==> src/rtl/ws_pkg.sv <==
package ws_pkg;
  localparam int OPW  = 8;
  localparam int SUMW = 32;

  typedef logic signed [OPW-1:0]  op_t;
  typedef logic signed [SUMW-1:0] sum_t;

  // One cell step: add the product of activation and held weight to the partial sum
  function automatic sum_t mac_step(sum_t ps, op_t a, op_t w);
    sum_t prod;
    prod = sum_t'(a) * sum_t'(w);
    return ps + prod;
  endfunction

  // Output clamp: negative values become zero when enabled
  function automatic sum_t relu_clip(sum_t v, logic en);
    return (en && v[SUMW-1]) ? '0 : v;
  endfunction
endpackage

==> src/rtl/ws_delay.sv <==
module ws_delay #(
  parameter int W = 8,
  parameter int D = 1
) (
  input  logic         clk,
  input  logic         rst_n,
  input  logic [W-1:0] din,
  output logic [W-1:0] dout
);
  logic [W-1:0] stg [D];

  always_ff @(posedge clk or negedge rst_n) begin
    if (!rst_n) begin
      for (int i = 0; i < D; i++) stg[i] <= '0;
    end else begin
      stg[0] <= din;
      for (int i = 1; i < D; i++) stg[i] <= stg[i-1];
    end
  end

  assign dout = stg[D-1];
endmodule

==> src/rtl/ws_skew.sv <==
module ws_skew #(
  parameter int N   = 4,
  parameter int W   = 8,
  parameter bit REV = 1'b0
) (
  input  logic           clk,
  input  logic           rst_n,
  input  logic [N*W-1:0] din,
  output logic [N*W-1:0] dout
);
  for (genvar i = 0; i < N; i++) begin : g_lane
    localparam int DLY = REV ? (N - 1 - i) : i;
    if (DLY == 0) begin : g_thru
      assign dout[i*W +: W] = din[i*W +: W];
    end else begin : g_dly
      ws_delay #(.W(W), .D(DLY)) u_dly (
        .clk  (clk),
        .rst_n(rst_n),
        .din  (din[i*W +: W]),
        .dout (dout[i*W +: W])
      );
    end
  end
endmodule

==> src/rtl/ws_cell.sv <==
module ws_cell
  import ws_pkg::*;
(
  input  logic clk,
  input  logic rst_n,
  input  logic w_shift,
  input  op_t  w_in,
  output op_t  w_out,
  input  op_t  a_in,
  output op_t  a_out,
  input  sum_t ps_in,
  output sum_t ps_out
);
  op_t  w_q;
  op_t  a_q;
  sum_t ps_q;

  always_ff @(posedge clk or negedge rst_n) begin
    if (!rst_n) begin
      w_q  <= '0;
      a_q  <= '0;
      ps_q <= '0;
    end else begin
      if (w_shift) w_q <= w_in;
      a_q  <= a_in;
      ps_q <= mac_step(ps_in, a_in, w_q);
    end
  end

  assign w_out  = w_q;
  assign a_out  = a_q;
  assign ps_out = ps_q;
endmodule

==> src/rtl/ws_grid.sv <==
module ws_grid
  import ws_pkg::*;
#(
  parameter int N = 4
) (
  input  logic              clk,
  input  logic              rst_n,
  input  logic              wld_valid,
  input  logic [N*OPW-1:0]  wld_row,
  input  logic [N*OPW-1:0]  a_left,
  output logic [N*SUMW-1:0] ps_bot
);
  op_t  a_h [N][N+1];
  op_t  w_v [N+1][N];
  sum_t p_v [N+1][N];

  for (genvar r = 0; r < N; r++) begin : g_left
    assign a_h[r][0] = op_t'(a_left[r*OPW +: OPW]);
  end

  for (genvar c = 0; c < N; c++) begin : g_edge
    assign w_v[0][c] = op_t'(wld_row[c*OPW +: OPW]);
    assign p_v[0][c] = '0;
    assign ps_bot[c*SUMW +: SUMW] = p_v[N][c];
  end

  for (genvar r = 0; r < N; r++) begin : g_row
    for (genvar c = 0; c < N; c++) begin : g_col
      ws_cell u_cell (
        .clk   (clk),
        .rst_n (rst_n),
        .w_shift(wld_valid),
        .w_in  (w_v[r][c]),
        .w_out (w_v[r+1][c]),
        .a_in  (a_h[r][c]),
        .a_out (a_h[r][c+1]),
        .ps_in (p_v[r][c]),
        .ps_out(p_v[r+1][c])
      );
    end
  end
endmodule

==> src/rtl/ws_accum.sv <==
module ws_accum
  import ws_pkg::*;
#(
  parameter int N = 4
) (
  input  logic              clk,
  input  logic              rst_n,
  input  logic              tag_valid,
  input  logic              tag_last,
  input  logic              relu_on,
  input  logic [N*SUMW-1:0] col_in,
  output logic              out_valid,
  output logic [N*SUMW-1:0] out_row
);
  logic [N-1:0] neg_col;
  logic         vld_q;

  for (genvar c = 0; c < N; c++) begin : g_col
    sum_t acc_q;
    sum_t res_q;
    sum_t total;

    assign total = acc_q + sum_t'(col_in[c*SUMW +: SUMW]);

    always_ff @(posedge clk or negedge rst_n) begin
      if (!rst_n) begin
        acc_q <= '0;
        res_q <= '0;
      end else if (tag_valid) begin
        if (tag_last) begin
          acc_q <= '0;
          res_q <= relu_clip(total, relu_on);
        end else begin
          acc_q <= total;
        end
      end
    end

    assign out_row[c*SUMW +: SUMW] = res_q;
    assign neg_col[c] = res_q[SUMW-1];
  end

  always_ff @(posedge clk or negedge rst_n) begin
    if (!rst_n) vld_q <= 1'b0;
    else        vld_q <= tag_valid & tag_last;
  end

  assign out_valid = vld_q;


  relu_clamp_chk: assert property (@(posedge clk) disable iff (!rst_n)
    (out_valid && $past(relu_on)) |-> (neg_col == '0));
endmodule

==> src/rtl/ws_matmul_top.sv <==
module ws_matmul_top
  import ws_pkg::*;
#(
  parameter int N = 4
) (
  input  logic              clk,
  input  logic              rst_n,
  input  logic              wld_valid,
  input  logic [N*OPW-1:0]  wld_row,
  input  logic              act_valid,
  input  logic              act_last,
  input  logic [N*OPW-1:0]  act_vec,
  input  logic              relu_on,
  output logic              out_valid,
  output logic [N*SUMW-1:0] out_row,
  output logic              busy
);
  localparam int TAGD = 2 * N - 1;
  localparam int CNTW = $clog2(2 * N) + 1;

  logic [N*OPW-1:0]  act_gated;
  logic [N*OPW-1:0]  a_left;
  logic [N*SUMW-1:0] ps_bot;
  logic [N*SUMW-1:0] col_aligned;
  logic [1:0]        tag_pipe;
  logic              tag_at_acc;
  logic              tag_last_at_acc;
  logic [CNTW-1:0]   inflight;

  assign act_gated = act_valid ? act_vec : '0;

  ws_skew #(.N(N), .W(OPW), .REV(1'b0)) u_skew (
    .clk(clk), .rst_n(rst_n), .din(act_gated), .dout(a_left)
  );

  ws_grid #(.N(N)) u_grid (
    .clk(clk), .rst_n(rst_n), .wld_valid(wld_valid), .wld_row(wld_row),
    .a_left(a_left), .ps_bot(ps_bot)
  );

  ws_skew #(.N(N), .W(SUMW), .REV(1'b1)) u_deskew (
    .clk(clk), .rst_n(rst_n), .din(ps_bot), .dout(col_aligned)
  );

  ws_delay #(.W(2), .D(TAGD)) u_tag (
    .clk(clk), .rst_n(rst_n),
    .din({act_valid, act_valid & act_last}), .dout(tag_pipe)
  );

  assign tag_at_acc      = tag_pipe[1];
  assign tag_last_at_acc = tag_pipe[0];

  ws_accum #(.N(N)) u_accum (
    .clk(clk), .rst_n(rst_n), .tag_valid(tag_at_acc), .tag_last(tag_last_at_acc),
    .relu_on(relu_on), .col_in(col_aligned), .out_valid(out_valid), .out_row(out_row)
  );

  always_ff @(posedge clk or negedge rst_n) begin
    if (!rst_n) begin
      inflight <= '0;
    end else begin
      case ({act_valid, tag_at_acc})
        2'b10:   inflight <= inflight + CNTW'(1);
        2'b01:   inflight <= inflight - CNTW'(1);
        default: inflight <= inflight;
      endcase
    end
  end

  assign busy = (inflight != '0);


  load_when_idle_chk: assert property (@(posedge clk) disable iff (!rst_n)
    wld_valid |-> (!busy && !act_valid));


  out_within_busy_chk: assert property (@(posedge clk) disable iff (!rst_n)
    out_valid |-> $past(busy));


  busy_drop_on_retire_chk: assert property (@(posedge clk) disable iff (!rst_n)
    $fell(busy) |-> $past(tag_at_acc));


  inflight_bound_chk: assert property (@(posedge clk) disable iff (!rst_n)
    inflight <= CNTW'(TAGD));
endmodule

==> config.mk <==
export PLATFORM = sky130hd
export DESIGN_NAME = ws_matmul_top
export DESIGN_NICKNAME = d
export VERILOG_FILES = /design/src/rtl/ws_pkg.sv /design/src/rtl/ws_delay.sv /design/src/rtl/ws_skew.sv /design/src/rtl/ws_cell.sv /design/src/rtl/ws_grid.sv /design/src/rtl/ws_accum.sv /design/src/rtl/ws_matmul_top.sv
export SDC_FILE = /design/constraint.sdc
export NUM_CORES = 2
export LEC_CHECK = 0
export CAP_MARGIN = 20
export CORE_MARGIN = 5
export CORE_UTILIZATION = 60
export CTS_CLUSTER_SIZE = 25
export DETAILED_ROUTE_END_ITERATION = 8
export DONT_BUFFER_PORTS = 1
export GPL_TIMING_DRIVEN = 0
export HOLD_SLACK_MARGIN = 0.05
export PLACE_DENSITY = 0.73
export SKIP_LAST_GASP = 1
export SYNTH_ARGS = -nofsm -noshare
export SYNTH_HDL_FRONTEND = slang
export SYNTH_HIERARCHICAL = 1
export SYNTH_SLANG_ARGS = --single-unit
==> constraint.sdc <==
create_clock -name clk -period 9.8 [get_ports clk]
set_input_delay 1.47 -clock clk [delete_from_list [all_inputs] [get_ports clk]]
set_output_delay 1.47 -clock clk [all_outputs]
set_load 0.02 [all_outputs]
## Yosys cells after proc, flatten, opt, wreduce, memory -nomap -nowiden

Index checks and enable logic that the tools add are counted.
W data, S select, Z words.

- Add/sub/neg operators: 18
- $mul: 16
- Div/mod/pow operators: 0
- Order comparisons: 0
- Eq/ne operators: 2
- Shift-type cells: 0
- Multiplexer cells: 10
- Bitwise gates (word level): 2
- Reduce and logical (&&, ||, !) cells: 7

Operator list:

| operator | number |
|---|---|
| $mux W32 | 9 |
| $add A32 B16 Y32 | 8 |
| $mul A8 B8 Y16 | 16 |
| $add A32 B32 Y32 | 4 |
| $add A16 B16 Y17 | 4 |
| $pmux W4 S2 | 1 |
| $add A4 B1 Y4 const B | 1 |
| $logic_and A1 B1 Y1 | 4 |
| $reduce_bool A4 Y1 | 1 |
| $sub A4 B1 Y4 const B | 1 |
| $and A1 B1 Y1 | 2 |
| $eq A2 B1 Y1 const B | 1 |
| $eq A2 B2 Y1 const B | 1 |
| $reduce_and A2 Y1 | 1 |
| $reduce_bool A2 Y1 | 1 |

- Register bits after elaboration: 1187
- Latch bits: 0
- RAM bits: 0
- ROM bits: 0
- Logic and storage cells: 128
- Memories: 0

## Longest topological paths before layout

- Word-level depth: 3
- Gate-level depth with buffers: 30
- Depth with buffers taken out: 28

## By module

Netlist, hierarchy kept.

Modules (own cells, without submodules):

| module | times used | cells each | area an instance (um^2) | seq. area each (um^2) |
|---|---|---|---|---|
| ws_cell (u_grid.g_row[2].g_col[1].u_cell ...) | 7 | 555 | 5376.4 | 1201.2 |
| ws_cell (u_grid.g_row[1].g_col[0].u_cell ...) | 4 | 558 | 5415.2 | 1201.2 |
| ws_cell (u_grid.g_row[0].g_col[0].u_cell ...) | 3 | 552 | 5356.4 | 1201.2 |
| ws_accum | 1 | 1642 | 15783.9 | 6431.2 |
| ws_cell (u_grid.g_row[2].g_col[0].u_cell) | 1 | 568 | 5476.5 | 1201.2 |
| ws_cell (u_grid.g_row[0].g_col[3].u_cell) | 1 | 576 | 5467.7 | 1201.2 |
| ws_delay (u_deskew.g_lane[0].g_dly.u_dly) | 1 | 128 | 2642.5 | 2402.3 |
| ws_delay (u_deskew.g_lane[1].g_dly.u_dly) | 1 | 96 | 1841.8 | 1601.5 |
| ws_delay (u_deskew.g_lane[2].g_dly.u_dly) | 1 | 32 | 800.8 | 800.8 |
| ws_delay (u_skew.g_lane[3].g_dly.u_dly) | 1 | 32 | 660.6 | 600.6 |
| ws_matmul_top | 1 | 60 | 481.7 | 100.1 |
| ws_delay (u_skew.g_lane[2].g_dly.u_dly) | 1 | 24 | 460.4 | 400.4 |
| ws_delay (u_tag) | 1 | 16 | 365.4 | 350.3 |
| ws_skew (u_deskew) | 1 | 32 | 240.2 | 0.0 |
| 3 more rows | -- | -- | -- | -- |

## Worst setup path before layout

OpenSTA, ideal clock, no wires.

- Path kind: input to register
- From: in act_valid
- To: reg, netlist name u_grid/g_row[0].g_col[0].u_cell/ps_out[28]
- Library setup time: 0.069 ns
- Data arrival time: 7.074 ns
- Slack: 2.657 ns
- Stages: 21
- Buffers on the path: 3
- Path through: clkbuf_1 -> and2_1 -> buf_4 -> and2_1 -> fa_1 -> inv_1 -> fa_1 -> inv_1 -> fa_1 -> inv_1 -> fa_1 -> inv_1 -> ha_1 -> a21oi_1 -> o21ai_0 -> o41ai_1 -> xnor2_1 -> ha_1 -> clkbuf_1 -> or4b_1 -> nand3_1

- Cells in the longest elaborated chain, start to end: 2

Ends and longest elaborated chain:

| item | line | text |
|---|---|---|
| start: declaration | ws_matmul_top.sv:10 | `input logic act_valid,` |
| $mux W32 | ws_matmul_top.sv:30 | `assign act_gated = act_valid ? act_vec : '0;` |
| net act_gated[7] | ws_matmul_top.sv:21 | `logic [N*OPW-1:0] act_gated;` |
| $mul A8 B8 Y16 | ws_pkg.sv:11 | `prod = sum_t'(a) * sum_t'(w);` |

The timed path passes the listed nets, and every way through them passes these cells.
A chain may end at the register's enable or synchronous reset.

## Final worst setup path

- From: reg u_grid.g_row[3].g_col[2].u_cell.w_q[2]
- To: reg u_grid.g_row[3].g_col[2].u_cell.ps_q[30]

- Cells in the longest elaborated chain, start to end: 2

Ends and longest elaborated chain:

| item | line | text |
|---|---|---|
| start: declaration | ws_cell.sv:14 | `op_t w_q;` |
| start signal: assignment | ws_cell.sv:24 | `if (w_shift) w_q <= w_in;` |
| $mul A8 B8 Y16 | ws_pkg.sv:11 |  |
| $add A32 B16 Y32 | ws_pkg.sv:12 | `return ps + prod;` |
| end signal: assignment | ws_cell.sv:26 | `ps_q <= mac_step(ps_in, a_in, w_q);` |
| end: declaration | ws_cell.sv:16 | `sum_t ps_q;` |

No other way between the ends.

==> impl_metrics.json <==
{
  "max_slew_margin": -0.148,
  "cts_made_buffers": 140,
  "rsz0062_at_grt": "no",
  "ant_nets": 0,
  "violations": "slew limit",
  "yosys_warnings": 6,
  "worstPathCellList": "and2_1 -> fa_1 -> inv_1 -> fa_1 -> inv_1 -> fa_1 -> inv_1 -> fa_1 -> inv_1 -> ha_1 -> nor2b_1 -> o41ai_1 -> nor2_1 -> nor3_1 -> xnor2_1 -> ha_1 -> and3_1 -> nand2_1 -> or3_1 -> a21oi_1 -> o21ai_1 -> and3_1 -> o21bai_1 -> xor2_1",
  "nNetsFinal": 13360,
  "drt_iter0_markers": 4928,
  "syn_to_final_growth_pct": 8.24,
  "slowest_stage": "xor2_1",
  "hp-class": "register to register",
  "finalMaxSlewViolations": 181,
  "maxCapViolCount": 0,
  "firstDrtPassIters": 5,
  "grt_pass1_wl_um": 413000,
  "finClkSkew_ns": 0.0372,
  "clock-root-buffer": "clkbuf_16",
  "clock_sinks": 1251,
  "endpoint_kind": "register",
  "worst_slew_pin_slew_ns": 1.72,
  "cts_hold_buf": 0,
  "worstPathArrival_ns": 7.68,
  "setup-violations-final": 0,
  "reg2reg_from": "u_grid/g_row[3].g_col[2].u_cell/w_out[2]",
  "synthesis.area_mm2": 0.109,
  "grt_max_degree": 1252,
  "cts_resized": 0,
  "cts_setup_buffers": 0,
  "port_buffers": 0,
  "cp_max_fo": 9,
  "placed_area_mm2": 0.113,
  "grt_usage": 0.264,
  "design_area_mm2": 0.118,
  "rows": 156,
  "hold_start": "u_grid/g_row[3].g_col[1].u_cell/ps_out[6]",
  "core-area_mm2": 0.181,
  "netlist_instances": 10964,
  "worst_path_dominant_cell_family": "adder cells",
  "cp.required_ns": 10.40,
  "min_period_ns": 7.08,
  "cts.path.max_buffers": 3,
  "final.fill_count": 14269,
  "dieArea_mm2": 0.190,
  "antenna_found_initial": 7,
  "status": "finished, violations left",
  "final_cell_mix": "inv_1, dfrtp_1, ha_1",
  "grt.overflow.total": 0,
  "vias_per_cell": 5.66,
  "cp-startpoint": "u_grid/g_row[3].g_col[2].u_cell/w_out[2]",
  "vias": 77920,
  "pin_count": 200,
  "cts_tree": "built",
  "clkLatencyLatePin_ns": 0.80,
  "drc": 0,
  "dieHeight_um": 436,
  "fin_tns_setup_ns": 0,
  "clkTransAtPathRegs_ns": 0.07,
  "wl_per_cell_um": 18.1,
  "grt_pass1_vias": 80178,
  "final_common_cell": "inv_1",
  "critPathMaxStageDelay_ns": 0.56,
  "critPathLaunchType": "register",
  "min_period_over_period": 0.722,
  "worstPathBufferInverterCount": 4,
  "cts_max_level": 4,
  "routed_wl_um": 248000,
  "timing.fmax_mhz": 141,
  "critPathKind": "register to register",
  "place_congestion": 0.923,
  "die_x_um": 436,
  "avgSynthCellArea_um2": 9.95,
  "layout-drive-gt1-share": 0.0648,
  "start_util": 0.603,
  "dp_hpwl_um": 198000,
  "finalHoldViolations": 0
}
[sequential cells by signal (all words and copies together) (netlist names), 4 cells and up]
name,cells
u_grid/g_row.g_col.u_cell/ps_out,512
u_deskew/g_lane.g_dly.u_dly/stg,96
u_deskew/g_lane.g_dly.u_dly/dout,96
u_tag/stg,12
u_skew/g_lane.g_dly.u_dly/stg,24
u_grid/g_row.g_col.u_cell/a_out,96
u_skew/g_lane.g_dly.u_dly/dout,24
u_accum/g_col.acc_q,128
inflight,4
u_accum/g_col.res_q,128
u_grid/g_row.g_col.u_cell/w_out,128
[cell type report]
| cell class | count | area (um^2) | share of cell area |
|---|---|---|---|
| multi-input cells | 8061 | 71100 | 0.603 |
| clock buffers | 175 | 3860 | 0.0327 |
| repair buffers | 17 | 330 | 0.00280 |
| diodes | 4 | 10.0 | 0.0000848 |
| inverters | 1552 | 5830 | 0.0494 |
| plain buffers | 248 | 1450 | 0.0123 |
| well taps | 2370 | 2970 | 0.0251 |
| flip-flops and latches | 1251 | 31300 | 0.265 |
| clock inverters | 80 | 1140 | 0.00968 |
[per-layer routing]
metal,vias up,track usage,routed length (um)
li1,37247,-,-
met1,38632,0.363,111000
met2,1694,0.443,118000
met3,347,0.0343,11700
met4,0,0.0764,7450
met5,-,0,0
[metrics by stage]
stage / worst slack, ns / instances / hold WS, ns / utilization
3_5_place_dp: 2.46 / 13493 / 0.335 / 0.624
2_1_floorplan: 2.66 / 11112 / 0.331 / -
3_3_place_gp: 1.85 / 13482 / 0.332 / 0.623
6_report: 2.72 / 13758 / 0.325 / 0.653
5_1_grt: 2.29 / 13755 / 0.325 / 0.653
4_1_cts: 2.77 / 13748 / 0.320 / 0.652
[final timing paths]
path	endpoint	slack, ns	cells after the start
hold reg to reg	u_deskew/g_lane[1].g_dly.u_dly/stg[38]	0.33	0
hold / removal	u_deskew/g_lane[1].g_dly.u_dly/stg[38]	0.33	0
min in group asynchronous	u_accum/g_col[0].res_q[23]	0.79	1
setup reg to reg	u_grid/g_row[3].g_col[2].u_cell/ps_out[30]	2.72	24
setup / recovery	u_grid/g_row[3].g_col[2].u_cell/ps_out[30]	2.72	24
max in group asynchronous	u_grid/g_row[0].g_col[2].u_cell/w_out[6]	6.09	3
[worst register-to-register path: cells and delay by family, from the launching register on]
| family | cells | cell delay (ns) |
|---|---|---|
| flops | 1 | 0.53 |
| xor+xnor | 2 | 0.71 |
| buf+inv | 4 | 0.21 |
| fa+ha+maj | 6 | 2.70 |
| compound gates | 4 | 1.03 |
| simple gates | 8 | 1.71 |
Power is not shown: default switching activity piles up to over one toggle a cycle in this logic, so the estimate is an artifact.
